[src/rtl/mac16_pkg.sv]
package mac16_pkg;

    // Operating mode; the value equals (operand-A byte offset / 2).
    typedef enum logic [1:0] {
        MODE_UMUL = 2'd0,
        MODE_SMUL = 2'd1,
        MODE_UMAC = 2'd2,
        MODE_SMAC = 2'd3
    } mac_mode_e;

    // Decoded target of a bus access.
    typedef enum logic [2:0] {
        SLOT_NONE,
        SLOT_OPA,
        SLOT_OPB,
        SLOT_RLO,
        SLOT_RHI,
        SLOT_EXT
    } mac_slot_e;

    // Word index (byte offset / 2) of each location inside the window.
    localparam logic [2:0] WIDX_OPB = 3'd4;
    localparam logic [2:0] WIDX_RLO = 3'd5;
    localparam logic [2:0] WIDX_RHI = 3'd6;
    localparam logic [2:0] WIDX_EXT = 3'd7;

    localparam int WINDOW_BYTES = 16;

endpackage

[src/rtl/mac16_decode.sv]
module mac16_decode
    import mac16_pkg::*;
#(
    parameter int                ADDR_W    = 16,
    parameter logic [ADDR_W-1:0] BASE_ADDR = 16'h0130
) (
    input  logic [ADDR_W-1:0] addr,
    output mac_slot_e         slot,
    output logic [1:0]        opa_mode
);

    logic [ADDR_W-1:0] ofs;
    logic              in_window;

    assign ofs       = addr - BASE_ADDR;
    assign in_window = (ofs < ADDR_W'(WINDOW_BYTES)) && !ofs[0];
    assign opa_mode  = ofs[2:1];

    always_comb begin
        slot = SLOT_NONE;
        if (in_window) begin
            unique case (ofs[3:1])
                WIDX_OPB: slot = SLOT_OPB;
                WIDX_RLO: slot = SLOT_RLO;
                WIDX_RHI: slot = SLOT_RHI;
                WIDX_EXT: slot = SLOT_EXT;
                default:  slot = SLOT_OPA;
            endcase
        end
    end

endmodule

[src/rtl/mac16_arith.sv]
module mac16_arith
    import mac16_pkg::*;
#(
    parameter int DATA_W = 16
) (
    input  mac_mode_e             mode,
    input  logic [DATA_W-1:0]     opa,
    input  logic [DATA_W-1:0]     opb,
    input  logic [2*DATA_W-1:0]   acc,
    output logic [2*DATA_W-1:0]   res_nxt,
    output logic [2*DATA_W-1:0]   acc_nxt,
    output logic [DATA_W-1:0]     ext_nxt
);

    localparam int RES_W = 2 * DATA_W;

    logic [RES_W-1:0] za, zb, sa, sb;
    logic [RES_W-1:0] uprod, sprod, prod;
    logic [RES_W:0]   sum;

    assign za    = {{DATA_W{1'b0}}, opa};
    assign zb    = {{DATA_W{1'b0}}, opb};
    assign sa    = {{DATA_W{opa[DATA_W-1]}}, opa};
    assign sb    = {{DATA_W{opb[DATA_W-1]}}, opb};
    assign uprod = za * zb;
    assign sprod = sa * sb;
    assign prod  = (mode == MODE_SMAC) ? sprod : uprod;
    assign sum   = {1'b0, acc} + {1'b0, prod};

    always_comb begin
        unique case (mode)
            MODE_UMUL: begin
                res_nxt = uprod;
                acc_nxt = '0;
                ext_nxt = '0;
            end
            MODE_SMUL: begin
                res_nxt = sprod;
                acc_nxt = '0;
                ext_nxt = {DATA_W{sprod[RES_W-1]}};
            end
            MODE_UMAC: begin
                res_nxt = sum[RES_W-1:0];
                acc_nxt = sum[RES_W-1:0];
                ext_nxt = {{(DATA_W-1){1'b0}}, sum[RES_W]};
            end
            default: begin
                res_nxt = sum[RES_W-1:0];
                acc_nxt = sum[RES_W-1:0];
                ext_nxt = {DATA_W{sum[RES_W-1]}};
            end
        endcase
    end

endmodule

[src/rtl/mac16_periph.sv]
module mac16_periph
    import mac16_pkg::*;
#(
    parameter int                ADDR_W    = 16,
    parameter logic [ADDR_W-1:0] BASE_ADDR = 16'h0130,
    parameter int                DATA_W    = 16
) (
    input  logic              clk,
    input  logic              rst_n,
    input  logic [ADDR_W-1:0] bus_addr,
    input  logic              bus_we,
    input  logic [DATA_W-1:0] bus_wdata,
    output logic [DATA_W-1:0] bus_rdata
);

    localparam int RES_W = 2 * DATA_W;

    mac_slot_e        slot;
    logic [1:0]       opa_mode;
    mac_mode_e        mode_q, mode_d;
    logic [DATA_W-1:0] op1_q, op2_q, ext_q, ext_nxt;
    logic [RES_W-1:0] acc_q, res_q, acc_nxt, res_nxt;
    logic             wr_opa, wr_opb;

    mac16_decode #(
        .ADDR_W    (ADDR_W),
        .BASE_ADDR (BASE_ADDR)
    ) u_decode (
        .addr     (bus_addr),
        .slot     (slot),
        .opa_mode (opa_mode)
    );

    mac16_arith #(
        .DATA_W (DATA_W)
    ) u_arith (
        .mode    (mode_q),
        .opa     (op1_q),
        .opb     (bus_wdata),
        .acc     (acc_q),
        .res_nxt (res_nxt),
        .acc_nxt (acc_nxt),
        .ext_nxt (ext_nxt)
    );

    assign wr_opa = bus_we && (slot == SLOT_OPA);
    assign wr_opb = bus_we && (slot == SLOT_OPB);

    // Mode transitions: only an operand-A write moves the machine.
    always_comb begin
        mode_d = mode_q;
        if (wr_opa) begin
            mode_d = mac_mode_e'(opa_mode);
        end
    end

    // State register.
    always_ff @(posedge clk or negedge rst_n) begin
        if (!rst_n) begin
            mode_q <= MODE_UMUL;
        end else begin
            mode_q <= mode_d;
        end
    end

    // Operand and result registers.
    always_ff @(posedge clk or negedge rst_n) begin
        if (!rst_n) begin
            op1_q <= '0;
            op2_q <= '0;
            acc_q <= '0;
            res_q <= '0;
            ext_q <= '0;
        end else begin
            if (wr_opa) begin
                op1_q <= bus_wdata;
            end
            if (wr_opb) begin
                op2_q <= bus_wdata;
                acc_q <= acc_nxt;
                res_q <= res_nxt;
                ext_q <= ext_nxt;
            end
        end
    end

    // Output process: read data.
    always_comb begin
        unique case (slot)
            SLOT_OPA: bus_rdata = op1_q;
            SLOT_OPB: bus_rdata = op2_q;
            SLOT_RLO: bus_rdata = res_q[DATA_W-1:0];
            SLOT_RHI: bus_rdata = res_q[RES_W-1:DATA_W];
            SLOT_EXT: bus_rdata = ext_q;
            default:  bus_rdata = '0;
        endcase
    end

endmodule

[config.mk]
export PLATFORM = sky130hd
export DESIGN_NAME = mac16_periph
export DESIGN_NICKNAME = d
export VERILOG_FILES = /design/src/rtl/mac16_pkg.sv /design/src/rtl/mac16_decode.sv /design/src/rtl/mac16_arith.sv /design/src/rtl/mac16_periph.sv
export SDC_FILE = /design/constraint.sdc
export NUM_CORES = 1
export LEC_CHECK = 0
export ABC_AREA = 0
export BUFFER_PORTS_ARGS = -buffer_cell sky130_fd_sc_hd__buf_2
export CORE_UTILIZATION = 50
export CTS_BUF_LIST = sky130_fd_sc_hd__clkbuf_4 sky130_fd_sc_hd__clkbuf_8
export DETAILED_ROUTE_END_ITERATION = 16
export GPL_TIMING_DRIVEN = 0
export PLACE_DENSITY = 0.66
export SYNTH_ARGS = -nofsm -noshare
export SYNTH_HDL_FRONTEND = slang
export SYNTH_HIERARCHICAL = 1
export SYNTH_SLANG_ARGS = --single-unit
[constraint.sdc]
create_clock -name clk -period 14.74 [get_ports clk]
set_input_delay 2.948 -clock clk [delete_from_list [all_inputs] [get_ports clk]]
set_output_delay 2.948 -clock clk [all_outputs]
set_load 0.02 [all_outputs]
Word-level counts from Yosys, hierarchy flattened
Cells that the tools add are included.
{"block": "word_totals", "register_bits": 114, "input_bits": 35, "out_inout_bits": 16, "elab_cells": 36}
{"block": "classes", "addsub": 2, "multipliers": 2, "order_cmp": 1, "eq_ne": 12, "muxes": 7, "reduce_logical": 6}
{"cell": "16-bit case mux with 5 select lines", "count": 1}
{"cell": "16-bit by 16-bit multiplier with 32-bit output", "count": 2}
{"cell": "32-bit two-way mux", "count": 2}
{"cell": "32-bit case mux with 2 select lines", "count": 1}
{"cell": "16-bit case mux with 3 select lines", "count": 1}
{"cell": "32-bit by 32-bit adder with 33-bit output", "count": 1}
{"cell": "3-bit == test (second input constant)", "count": 6}
{"cell": "16-bit by 5-bit less-than comparator with 1-bit output (second input constant)", "count": 1}
{"cell": "16-bit by 9-bit subtractor with 16-bit output (second input constant)", "count": 1}
{"cell": "3-bit case mux with 4 select lines", "count": 1}
{"cell": "3-bit by 2-bit == test with 1-bit output (second input constant)", "count": 2}
{"cell": "2-bit == test (second input constant)", "count": 2}
{"cell": "3-bit by 1-bit == test with 1-bit output (second input constant)", "count": 1}
{"cell": "1-bit logical AND", "count": 3}
{"cell": "3-bit two-way mux", "count": 1}
{"cell": "2-bit by 1-bit == test with 1-bit output (second input constant)", "count": 1}
{"cell": "2-bit logical NOT", "count": 1}
{"cell": "2-bit OR reduction", "count": 1}
{"cell": "1-bit logical NOT", "count": 1}

Longest topological paths before layout
Gate-level depths: netlist of the first run.
{"block": "logic_depth", "depth_word": 6, "ltp_mapped": 37}

By module
The synthesis of the first run kept the hierarchy.
{"mod": "mac16_arith", "instances": 1, "cells_per_inst": 2068, "area_per_inst_um2": 17444.2, "seq_area_each_um2": 0.0}
{"mod": "mac16_periph", "instances": 1, "cells_per_inst": 321, "area_per_inst_um2": 4854.7, "seq_area_each_um2": 2852.7}
{"mod": "mac16_decode", "instances": 1, "cells_per_inst": 14, "area_per_inst_um2": 83.8, "seq_area_each_um2": 0.0}

Worst setup path before layout of the first run
OpenSTA, ideal clock, no wires.
{"block": "synth_path", "kind": "input port to flip-flop", "from": "input bus_wdata[15]", "to": "register ext_q[10]", "arrival_ps": 10942, "setup_slack_ps": 3671, "path_stages": 34, "n_path_buf": 4, "path_cell_list": "clkbuf_1 > clkbuf_1 > nand2_1 > fa_1 > fa_1 > fa_1 > xor2_1 > ha_1 > o21bai_1 > fa_1 > inv_1 > fa_1 > inv_1 > ha_1 > clkbuf_1 > a21oi_1 > o21ai_0 > a22oi_1 > a31oi_1 > a21oi_1 > o21bai_1 > xor2_1 > mux2_2 > ha_1 > and3_1 > and4b_1 > nor3_1 > o21ai_1 > a211o_1 > a221oi_2 > xor2_1 > o21ai_1 > buf_4 > mux2_1"}
{"block": "synth_via", "elab_chain_len": 4}
{"item": "from (decl)", "line": "mac16_periph.sv:12", "source": "input logic [DATA_W-1:0] bus_wdata,"}
{"item": "16-bit by 16-bit multiplier with 32-bit output (on tied branches)", "line": "mac16_arith.sv:25, mac16_arith.sv:26"}
{"item": "32-bit two-way mux", "line": "mac16_arith.sv:27", "source": "assign prod = (mode == MODE_SMAC) ? sprod : uprod;"}
{"item": "32-bit by 32-bit adder with 33-bit output", "line": "mac16_arith.sv:28", "source": "assign sum = {1'b0, acc} + {1'b0, prod};"}
{"item": "16-bit case mux with 3 select lines (*)", "line": "mac16_arith.sv:31", "source": "unique case (mode)"}
{"item": "named net ext_nxt[10]", "line": "mac16_periph.sv:21", "source": "logic [DATA_W-1:0] op1_q, op2_q, ext_q, ext_nxt;"}
{"item": "to (signal assigned)", "line": "mac16_periph.sv:82", "source": "ext_q <= ext_nxt;"}
{"item": "to (decl)", "line": "mac16_periph.sv:21"}
The timed path passes the listed nets; every way through them passes the cells marked *.
A chain may end at the register's enable or synchronous reset.

Worst setup path in the final report of the first run
{"block": "layout_path", "from": "input bus_wdata[15]", "to": "register ext_q[9]"}
Same word-level chain as after synthesis.

==> impl_metrics.py, run 1 <==
metrics = {
    "critical_path": {
        "path_max_fanout": 15,
        "biggest_cell_delay_along_the_critical_path_ns": 1.00,
        "crit_path_dat_ns": 13.34,
        "worstPathRequired_ns": 15.14,
        "crit_type": "in -> reg",
        "start_kind": "input pin",
        "worstSetupEndpointType": "register",
        "critical_path.most_common_cell": "sky130_fd_sc_hd__fa_1",
        "reg2reg_from": "op1_q[10]",
        "crit_slowest_cell": "sky130_fd_sc_hd__o21ai_1",
        "crit_path_start": "bus_wdata[15]",
    },
    "synthesis": {
        "asyncSetResetFlopFracSynth_pct": 100,
        "number_of_enable_type_register_cells_in_the_synthesized_netlist": 0,
        "post-synth-top-area-fraction_pct": 32.5,
        "postSynthCellCount": 2403,
        "synthDominantAreaCellType": "sky130_fd_sc_hd__fa_1",
        "synth.yosys.seq_area_share_pct": 12.7,
        "synth.lib_cells_used.distinct": 72,
        "yosys-top-cells-area": "sky130_fd_sc_hd__fa_1, sky130_fd_sc_hd__dfrtp_1, sky130_fd_sc_hd__ha_1, sky130_fd_sc_hd__inv_1, sky130_fd_sc_hd__mux2_2",
        "mappedNetlistArea_um2": 22400,
        "ys.flop_type": "sky130_fd_sc_hd__dfrtp_1",
        "yosysWarningCount": 6,
        "syn_area_per_cell_um2": 9.31,
        "yosys_register_bits": 114,
        "mappedNetlistNets": 2989,
    },
    "route": {
        "viasPerCell": 5.60,
        "antenna_violating_nets_post_route": 0,
        "drt_pre_antenna_iters": 7,
        "vias": 17271,
        "maxUsedRoutingLayer": "met4",
        "detailroute.wirelength.met2_mm": 29.6,
        "detailedRoute.firstIterationViolations": 1281,
        "drt_wl_total_mm": 64.7,
        "drc_errors": 0,
        "route.detailed.wl_per_inst_um": 21.0,
        "routedLengthMet1_mm": 29.0,
        "routed-wl-met3_mm": 4.03,
    },
    "pwr": {
        "clock_power_share_pct": 45.6,
        "internal-power_uw": 531,
        "worst_ir_drop_vdd_v": 0.0000670,
        "power.density_cell_area_nw_per_um2": 31.0,
        "seqPwrFrac_pct": 42.3,
        "p_switching_uw": 210,
        "power.total_uw": 741,
        "swShare_pct": 28.3,
        "comb_power_share_pct": 12.1,
        "p_leak_nw": 12.5,
    },
    "final_layout": {
        "most-common-layout-cells": "sky130_fd_sc_hd__inv_1, sky130_fd_sc_hd__fa_1, sky130_fd_sc_hd__nand2_1, sky130_fd_sc_hd__ha_1, sky130_fd_sc_hd__and2_1",
        "layout.filler_cells": 4052,
        "area_growth_syn_to_layout_pct": 6.64,
        "layout.nets": 3059,
        "layout.cells.most_common": "sky130_fd_sc_hd__inv_1",
        "post_route_cells_drive_above_1_share_pct": 8.53,
    },
    "placed_design": {
        "io_buffer_count": 50,
        "gp_congestion": 0.952,
        "dp_hpwl_mm": 53.9,
    },
    "timing": {
        "max_freq_mhz": 77.3,
        "post-route-min-period_ns": 12.94,
        "worst_pin_slew_ns": 1.28,
        "hold_viol_final": 0,
        "relative_max_transition_margin_pct": 14.4,
        "final.setup.tns_ns": 0,
        "final_worst_path_cycle_share_pct": 87.8,
        "finalSetupViolCount": 0,
        "clock_skew_ns": 0.0108,
        "rsz0062_at_grt": "false",
        "drv_slew": 0,
    },
    "grt": {
        "largest_net_degree_at_the_start_of_global_routing": 77,
        "globalRouteOverflowTotal": 0,
        "vias_in_the_first_global_route": 18152,
        "groute.usage.overall_pct": 30.2,
        "global_route_wire_length_before_repair_mm": 103,
        "antenna_found_initial": 3,
    },
    "run_status": {
        "outcome": "finished, final reports clean",
    },
    "clock_tree": {
        "cts_htree_levels": 4,
        "tritoncts.num_buffers": 17,
        "cts_resized": 0,
        "post_cts_buffers": 0,
        "cts_hold_buffers_added": 0,
        "numClockSinks": 114,
        "clock_insertion_delay_worst_skew_ns": 0.46,
        "ctsRootBufferMaster": "sky130_fd_sc_hd__clkbuf_8",
        "clockBufferDepth": 2,
        "cts_tree": "yes",
        "clkSlewWorstSetupHoldPaths_ns": 0.07,
    },
    "floorplanning": {
        "floorplan.initialDensity_pct": 50.6,
        "die_height_um": 214,
        "area_of_the_core_um2": 44200,
        "chipWidth_um": 214,
        "fp.dieArea_um2": 45600,
        "io-pin-count": 51,
        "rows": 77,
    },
    "flow_run": {
        "drv_cap": 0,
    },
    "worst_hold_path": {
        "worstHoldStart": "ext_q[7]",
        "hold_path_class": "reg -> reg",
    },
}
area by class of cell:
cell class | count | area [um2] | area share, %
clock buffers | 18 | 248 | 1.04
well taps | 592 | 741 | 3.10
flip-flops and latches | 114 | 2850 | 12.0
diodes | 4 | 10.0 | 0.0419
repair buffers | 51 | 284 | 1.19
multi-input cells | 1706 | 17200 | 72.2
plain buffers | 94 | 454 | 1.90
inverters | 489 | 1840 | 7.69
clock inverters | 14 | 203 | 0.849
Yosys cell counts (all sizes together) (10+ instances only):
library cell	n
mux2	121
a21o	46
o21ai	63
clkbuf	56
xor2	20
nand2	232
nand2b	25
o211ai	12
xnor2	64
o21a	19
nand3	26
and2	133
o22ai	15
dfrtp	114
buf	38
nor2	73
o21bai	21
a211oi	18
a21oi	72
inv	489
nor2b	10
fa	363
nor3	25
ha	188
mux2i	52
routing by layer:
metal  track usage, %  vias up
met5                0        -
met4             11.2        0
met3             3.75      110
met2             47.8      636
met1             42.5     8748
li1                 -     7777
power groups by stage:
| stage | sequential, mW | combinational, mW | clock, mW |
|---|---|---|---|
| CTS | 0.313 | 0.0894 | 0.342 |
| finish | 0.313 | 0.0898 | 0.338 |
| floorplan | 0.319 | 0.0449 | 0 |
| global placement | 0.319 | 0.0864 | 0 |
| global route | 0.313 | 0.0981 | 0.356 |
| detailed placement | 0.319 | 0.0882 | 0 |
path summary, 6_finish.rpt:
path | endpoint | slack [ns] | cells past startpoint
setup / recovery | ext_q[9] | 1.80 | 35
hold / removal | ext_q[7] | 0.49 | 1
setup reg to reg | ext_q[9] | 3.98 | 34
hold reg to reg | ext_q[7] | 0.49 | 1
max in group asynchronous | res_q[30] | 11.65 | 2
min in group asynchronous | res_q[2] | 2.39 | 1
logic make-up after synthesis:
family,share of synthesized area (%)
AO/OA/AOI/OAI,9.82
multiplexers,8.41
adder cells (fa/ha/maj),43.0
flip-flops,12.7
XOR/XNOR,3.29
buffers and inverters,10.2
AND/OR/NAND/NOR,12.5
stage by stage:
stage | setup WS [ns] | hold slack [ns] | utilization (%) | instances | area, um2
4_1_cts | 1.84 | 0.493 | 54.0 | 3078 | 23900
3_5_place_dp | 1.40 | 0.474 | 52.9 | 3046 | 23400
5_1_grt | 1.21 | 0.517 | 54.0 | 3078 | 23900
2_1_floorplan | 3.67 | 0.457 | - | 2403 | 22400
6_report | 1.80 | 0.494 | 54.0 | 3082 | 23900
3_3_place_gp | 1.50 | 0.468 | 52.9 | 3045 | 23400
worst max-delay path, delay by kind of cell:
family / cells / cell delay, ns
AOI/OAI and AO/OA: 10 / 3.02
and+or+nand+nor: 5 / 0.96
xor gates and xnor gates: 3 / 0.46
adders and majority gates: 8 / 3.47
buffers and inverters: 7 / 2.03
muxes: 2 / 0.42
state kept, by name, indices dropped and copies added (netlist names):
name / count
mode_q: 2
ext_q: 16
op1_q: 16
res_q: 32
op2_q: 16
acc_q: 32
Power figures use the tool's default switching activity.
==> run 2: changes to the inputs <==
--- a/config.mk
+++ b/config.mk
@@ -9,8 +9,10 @@
 export BUFFER_PORTS_ARGS = -buffer_cell sky130_fd_sc_hd__buf_2
 export CORE_UTILIZATION = 50
 export CTS_BUF_LIST = sky130_fd_sc_hd__clkbuf_4 sky130_fd_sc_hd__clkbuf_8
+export CTS_CLUSTER_SIZE = 30
 export DETAILED_ROUTE_END_ITERATION = 16
 export GPL_TIMING_DRIVEN = 0
+export MAX_ROUTING_LAYER = met4
 export PLACE_DENSITY = 0.66
 export SYNTH_ARGS = -nofsm -noshare
 export SYNTH_HDL_FRONTEND = slang
==> run 2 against run 1 <==
Effect of this change: flip-flop and latch count did not move; final cell count unchanged; utilization fell by 0.10 points; fmax decreased by 0.51%; first-iteration DRC count shrank 12%; clock-buffer cell count stayed put; largest power group is now sequential cells.
==> impl_metrics.py, run 2 (synthesis results as in run 1) <==
metrics = {
    "critical_path": {
        "worstPathRequired_ns": 15.13,
        "reg2reg_from": "op1_q[9]",
        "critical_path.most_common_cell": "sky130_fd_sc_hd__fa_1",
        "worstSetupEndpointType": "register",
        "start_kind": "input pin",
        "critical-path-top-delay-family": "adder cells",
        "capture_point_of_the_worst_reg_to_reg_path": "ext_q[9]",
        "bufs_and_invs_on_worst_path": 7,
        "crit_type": "in -> reg",
        "crit_slowest_cell": "sky130_fd_sc_hd__o21ai_1",
        "timing.critical_path.depth": 35,
        "timing.reg2reg.setup_slack_ns": 4.01,
        "biggest_cell_delay_along_the_critical_path_ns": 0.98,
        "path_max_fanout": 15,
        "timing.reg2reg.worst_path_depth": 34,
        "crit_path_dat_ns": 13.40,
    },
    "final_layout": {
        "biggestRegsByFlops": "acc_q x32, res_q x32",
        "layout.nets": 3059,
        "layout.filler_cells": 4006,
        "post_route_cells_drive_above_1_share_pct": 8.53,
        "layout_cell_area_excl_fill_um2": 23800,
        "area_growth_syn_to_layout_pct": 6.43,
        "most-common-layout-cells": "sky130_fd_sc_hd__inv_1, sky130_fd_sc_hd__fa_1, sky130_fd_sc_hd__nand2_1, sky130_fd_sc_hd__ha_1, sky130_fd_sc_hd__and2_1",
        "layout.cells.most_common": "sky130_fd_sc_hd__inv_1",
    },
    "grt": {
        "globalRouteOverflowTotal": 0,
        "largest_net_degree_at_the_start_of_global_routing": 70,
        "vias_in_the_first_global_route": 17853,
        "antenna_found_initial": 3,
        "global_route_wire_length_before_repair_mm": 102,
        "groute.usage.overall_pct": 30.9,
    },
    "clock_tree": {
        "cts_resized": 0,
        "cts_htree_levels": 4,
        "clock_insertion_delay_worst_skew_ns": 0.45,
        "cts_hold_buffers_added": 0,
        "clkSlewWorstSetupHoldPaths_ns": 0.08,
        "numClockSinks": 114,
        "post_cts_buffers": 0,
        "clockBufferDepth": 2,
        "tritoncts.num_buffers": 17,
        "cts_tree": "yes",
        "ctsRootBufferMaster": "sky130_fd_sc_hd__clkbuf_8",
    },
    "timing": {
        "clock_skew_ns": 0.0131,
        "rsz0062_at_grt": "false",
        "drv_slew": 0,
        "post-route-min-period_ns": 13.01,
        "final.setup.tns_ns": 0,
        "final_worst_path_cycle_share_pct": 88.2,
        "worst_pin_slew_ns": 1.25,
        "hold_viol_final": 0,
        "finalSetupViolCount": 0,
        "relative_max_transition_margin_pct": 15.8,
        "max_freq_mhz": 76.9,
    },
    "floorplanning": {
        "die_height_um": 214,
        "rows": 77,
        "io-pin-count": 51,
        "fp.dieArea_um2": 45600,
        "area_of_the_core_um2": 44200,
        "chipWidth_um": 214,
        "floorplan.initialDensity_pct": 50.6,
    },
    "worst_hold_path": {
        "hold_path_class": "reg -> reg",
        "worstHoldEndpoint": "op2_q[3]",
        "worstHoldStart": "op2_q[3]",
        "hold-path-cell-count": 1,
    },
    "pwr": {
        "power.density_cell_area_nw_per_um2": 29.7,
        "worst_ir_drop_vdd_v": 0.0000671,
        "p_leak_nw": 12.4,
    },
    "placed_design": {
        "io_buffer_count": 50,
        "place_area_um2": 23400,
        "dp_hpwl_mm": 53.9,
        "gp_congestion": 0.963,
    },
    "route": {
        "drt_wl_total_mm": 64.4,
        "detailedRoute.firstIterationViolations": 1132,
        "drc_errors": 0,
        "viasPerCell": 5.56,
        "vias": 17122,
        "drt_pre_antenna_iters": 6,
        "antenna_violating_nets_post_route": 0,
        "route.detailed.wl_per_inst_um": 20.9,
    },
    "flow_run": {
        "drv_cap": 0,
    },
    "run_status": {
        "outcome": "finished, final reports clean",
    },
}
run 2: cell count changes in the layout (fill, tap and decap cells not counted):
| cell | before | now |
|---|---|---|
| sky130_fd_sc_hd__clkinv_4 | 2 | 5 |
| sky130_fd_sc_hd__bufinv_16 | 4 | 2 |
| sky130_fd_sc_hd__inv_6 | 4 | 2 |
| sky130_fd_sc_hd__clkinv_2 | 0 | 1 |
run 2: how the worst max path moves through the flow:
| stage | from | to | slack (ns) |
|---|---|---|---|
| 5_1_grt | bus_wdata[15] | ext_q[9] | 1.18 |
| 3_5_place_dp | bus_wdata[15] | ext_q[7] | 1.42 |
| 6_report | bus_wdata[15] | ext_q[9] | 1.73 |
| 3_3_place_gp | bus_wdata[15] | ext_q[15] | 1.44 |
| 2_1_floorplan | bus_wdata[15] | ext_q[10] | 3.67 |
| 4_1_cts | bus_wdata[15] | ext_q[9] | 1.86 |
run 2: final cells by class:
| class | count | area [um2] | area share, % |
|---|---|---|---|
| Inverter | 489 | 1840 | 7.71 |
| Sequential cell | 114 | 2850 | 12.0 |
| Timing Repair Buffer | 51 | 284 | 1.19 |
| Buffer | 94 | 454 | 1.91 |
| Clock buffer | 18 | 248 | 1.04 |
| Tap cell | 592 | 741 | 3.11 |
| Multi-Input combinational cell | 1706 | 17200 | 72.4 |
| Clock inverter | 14 | 156 | 0.657 |
| Antenna cell | 4 | 10.0 | 0.0420 |
run 2: layer usage:
metal  share of wire, %  track usage, %
met3                7.0            4.19
met2                 45            46.8
met5                  0               -
met4                3.7            10.4
met1                 44            42.9
run 2: worst reg2reg max path, delay by kind of cell (launching register included):
kind / cells / cell delay, ns
adder cells (fa/ha/maj): 8 / 3.70
buffers and inverters: 8 / 1.42
multiplexers: 2 / 0.36
flip-flops: 1 / 0.84
XOR/XNOR: 2 / 0.43
AND/OR/NAND/NOR: 6 / 1.44
AO/OA/AOI/OAI: 8 / 2.47
run 2: per-stage QoR:
| stage | utilization, % | power [mW] | setup WS (ns) | cells | hold WS (ns) |
|---|---|---|---|---|---|
| finish | 53.9 | 0.706 | 1.73 | 3082 | 0.499 |
| global route | 53.9 | 0.733 | 1.18 | 3079 | 0.519 |
| CTS | 53.8 | 0.711 | 1.86 | 3078 | 0.497 |
| detailed placement | 52.9 | 0.407 | 1.42 | 3046 | 0.478 |
| global placement | 52.9 | 0.406 | 1.44 | 3045 | 0.468 |
| floorplan | - | 0.364 | 3.67 | 2403 | 0.457 |
run 2: where the power goes:
part	leakage, nW	switching, mW	internal (mW)
Combinational	10.7	0.0628	0.0272
Clock	0.192	0.147	0.156
Sequential	1.59	0.000491	0.313
Total	12.4	0.210	0.496
==> run 3: changes to the inputs <==
--- a/config.mk
+++ b/config.mk
@@ -6,14 +6,14 @@
 export NUM_CORES = 1
 export LEC_CHECK = 0
 export ABC_AREA = 0
-export BUFFER_PORTS_ARGS = -buffer_cell sky130_fd_sc_hd__buf_2
 export CORE_UTILIZATION = 50
 export CTS_BUF_LIST = sky130_fd_sc_hd__clkbuf_4 sky130_fd_sc_hd__clkbuf_8
 export CTS_CLUSTER_SIZE = 30
 export DETAILED_ROUTE_END_ITERATION = 16
+export DONT_BUFFER_PORTS = 1
 export GPL_TIMING_DRIVEN = 0
 export MAX_ROUTING_LAYER = met4
-export PLACE_DENSITY = 0.66
+export PLACE_DENSITY = 0.65
 export SYNTH_ARGS = -nofsm -noshare
 export SYNTH_HDL_FRONTEND = slang
 export SYNTH_HIERARCHICAL = 1
==> run 3 against run 2 <==
Effect of this change: final cell count decreased by 1.7%; utilization fell by 0.69 points; routed wire length rose by 0.57%; first-iteration DRC count rose by 17%; sequential power about the same; sequential share of layout area is 0.16 points higher; clock-buffer cell count shrank 1; fmax grew 3.8%; die area unchanged; critical path type unchanged; critical endpoint is now ext_q[10].
==> impl_metrics.py, run 3 (synthesis results as in run 1) <==
metrics = {
    "run_status": {
        "outcome": "finished, final reports clean",
    },
    "clock_tree": {
        "clockBufferDepth": 2,
        "ctsRootBufferMaster": "sky130_fd_sc_hd__clkbuf_8",
        "clkSlewWorstSetupHoldPaths_ns": 0.08,
        "cts_htree_levels": 4,
        "tritoncts.num_buffers": 17,
        "post_cts_buffers": 0,
        "cts_tree": "yes",
        "cts_resized": 0,
        "numClockSinks": 114,
        "cts_hold_buffers_added": 0,
        "clock_insertion_delay_worst_skew_ns": 0.45,
    },
    "route": {
        "detailedRoute.firstIterationViolations": 1327,
        "drt_pre_antenna_iters": 6,
        "route.detailed.wl_per_inst_um": 21.4,
        "vias": 17078,
        "drt_wl_total_mm": 64.7,
        "drc_errors": 0,
        "antenna_violating_nets_post_route": 0,
        "viasPerCell": 5.64,
    },
    "pwr": {
        "p_switching_uw": 195,
        "power.density_cell_area_nw_per_um2": 28.4,
        "comb_power_share_pct": 10.1,
        "seqPwrFrac_pct": 46.9,
        "p_leak_nw": 12.2,
        "internal-power_uw": 474,
        "worst_ir_drop_vdd_v": 0.0000522,
        "power.total_uw": 668,
        "swShare_pct": 29.1,
        "clock_power_share_pct": 43.1,
    },
    "worst_hold_path": {
        "hold_path_class": "reg -> reg",
        "hold-path-cell-count": 1,
    },
    "critical_path": {
        "crit_type": "in -> reg",
        "critical_path.most_common_cell": "sky130_fd_sc_hd__fa_1",
        "timing.reg2reg.worst_path_depth": 35,
        "worstSetupEndpointType": "register",
        "worstPathRequired_ns": 15.05,
        "crit_path_dat_ns": 12.85,
        "path_max_fanout": 13,
        "biggest_cell_delay_along_the_critical_path_ns": 0.62,
        "start_kind": "input pin",
        "crit_slowest_cell": "sky130_fd_sc_hd__clkbuf_1",
    },
    "final_layout": {
        "layout.cells.most_common": "sky130_fd_sc_hd__inv_1",
        "area_growth_syn_to_layout_pct": 5.06,
        "post-route-util_pct": 53.2,
        "layout.nets": 3009,
        "most-common-layout-cells": "sky130_fd_sc_hd__inv_1, sky130_fd_sc_hd__fa_1, sky130_fd_sc_hd__nand2_1, sky130_fd_sc_hd__ha_1, sky130_fd_sc_hd__and2_1",
        "instances_no_fill": 3030,
        "post_route_cells_drive_above_1_share_pct": 6.65,
        "biggestRegsByFlops": "acc_q x32, res_q x32",
    },
    "floorplanning": {
        "floorplan.initialDensity_pct": 50.6,
        "rows": 77,
        "io-pin-count": 51,
        "fp.dieArea_um2": 45600,
        "chipWidth_um": 214,
        "area_of_the_core_um2": 44200,
        "die_height_um": 214,
    },
    "placed_design": {
        "dp_hpwl_mm": 53.6,
        "gp_congestion": 1.00,
        "detailedPlace.worstSlack_ns": 1.64,
        "dpl.cell_count": 2995,
        "io_buffer_count": 0,
    },
    "timing": {
        "fin_ws_ns": 2.21,
        "post-route-min-period_ns": 12.53,
        "final.setup.tns_ns": 0,
        "max_freq_mhz": 79.8,
        "final_worst_path_cycle_share_pct": 85.0,
        "clock_skew_ns": 0.0223,
        "finalSetupViolCount": 0,
        "drv_slew": 0,
        "rsz0062_at_grt": "false",
        "relative_max_transition_margin_pct": 35.4,
        "worst_pin_slew_ns": 0.969,
        "hold_viol_final": 0,
    },
    "grt": {
        "globalRouteOverflowTotal": 0,
        "global_route_wire_length_before_repair_mm": 102,
        "largest_net_degree_at_the_start_of_global_routing": 115,
        "antenna_found_initial": 3,
        "groute.usage.overall_pct": 30.7,
        "vias_in_the_first_global_route": 17729,
    },
    "flow_run": {
        "drv_cap": 0,
    },
}
-- run 3: changes by cell type in the layout (fill, tap and decap cells not counted), moves of 2 or more --
cell / delta
sky130_fd_sc_hd__buf_2: -49
sky130_fd_sc_hd__clkinv_4: -2
sky130_fd_sc_hd__diode_2: -2
sky130_fd_sc_hd__inv_6: +5
sky130_fd_sc_hd__clkinvlp_4: -3
-- run 3: final cells by class --
cell class | instances | area, um2
fillers | 4045 | 20700
multi-input cells | 1706 | 17200
flip-flops and latches | 114 | 2850
inverters | 489 | 1840
well taps | 592 | 741
plain buffers | 94 | 454
clock buffers | 17 | 234
clock inverters | 15 | 146
repair buffers | 1 | 7.51
diodes | 2 | 5.00
-- run 3: metrics by stage --
step / hold slack (ns) / cell area, um2
after floorplan: 0.457 / 22400
after global placement: 0.468 / 23100
after detailed placement: 0.475 / 23100
after CTS: 0.493 / 23500
after global routing: 0.503 / 23500
final: 0.488 / 23500
-- run 3: path summary, 6_finish.rpt --
kind / from / to / slack, ns
hold reg to reg: ext_q[1] / ext_q[1] / 0.49
max in group asynchronous: rst_n / res_q[8] / 12.38
hold / removal: ext_q[1] / ext_q[1] / 0.49
setup / recovery: bus_wdata[15] / ext_q[10] / 2.21
setup reg to reg: op1_q[9] / ext_q[10] / 4.19
min in group asynchronous: rst_n / op1_q[2] / 2.19
-- run 3: power groups by stage --
stage                     combinational (mW)  clock (mW)  sequential (mW)
after global routing                  0.0740       0.308            0.313
after detailed placement              0.0657           0            0.319
final                                 0.0674       0.288            0.313
after floorplan                       0.0449           0            0.319
after CTS                             0.0667       0.294            0.313
after global placement                0.0648           0            0.319
-- run 3: critical path, delay by kind of cell --
kind / cells / cell delay (ns)
AO/OA/AOI/OAI: 10 / 2.19
XOR/XNOR: 3 / 0.76
adder cells (fa/ha/maj): 8 / 3.38
buffers and inverters: 7 / 1.99
multiplexers: 2 / 0.51
AND/OR/NAND/NOR: 5 / 0.99
-- run 3: routing by layer --
layer	up-vias	part of all wire [%]	global-route usage [%]
li1	7672	-	-
met1	8609	44	41.8
met2	672	46	47.8
met3	125	6.7	3.71
met4	0	3.6	10.2
met5	-	0	-
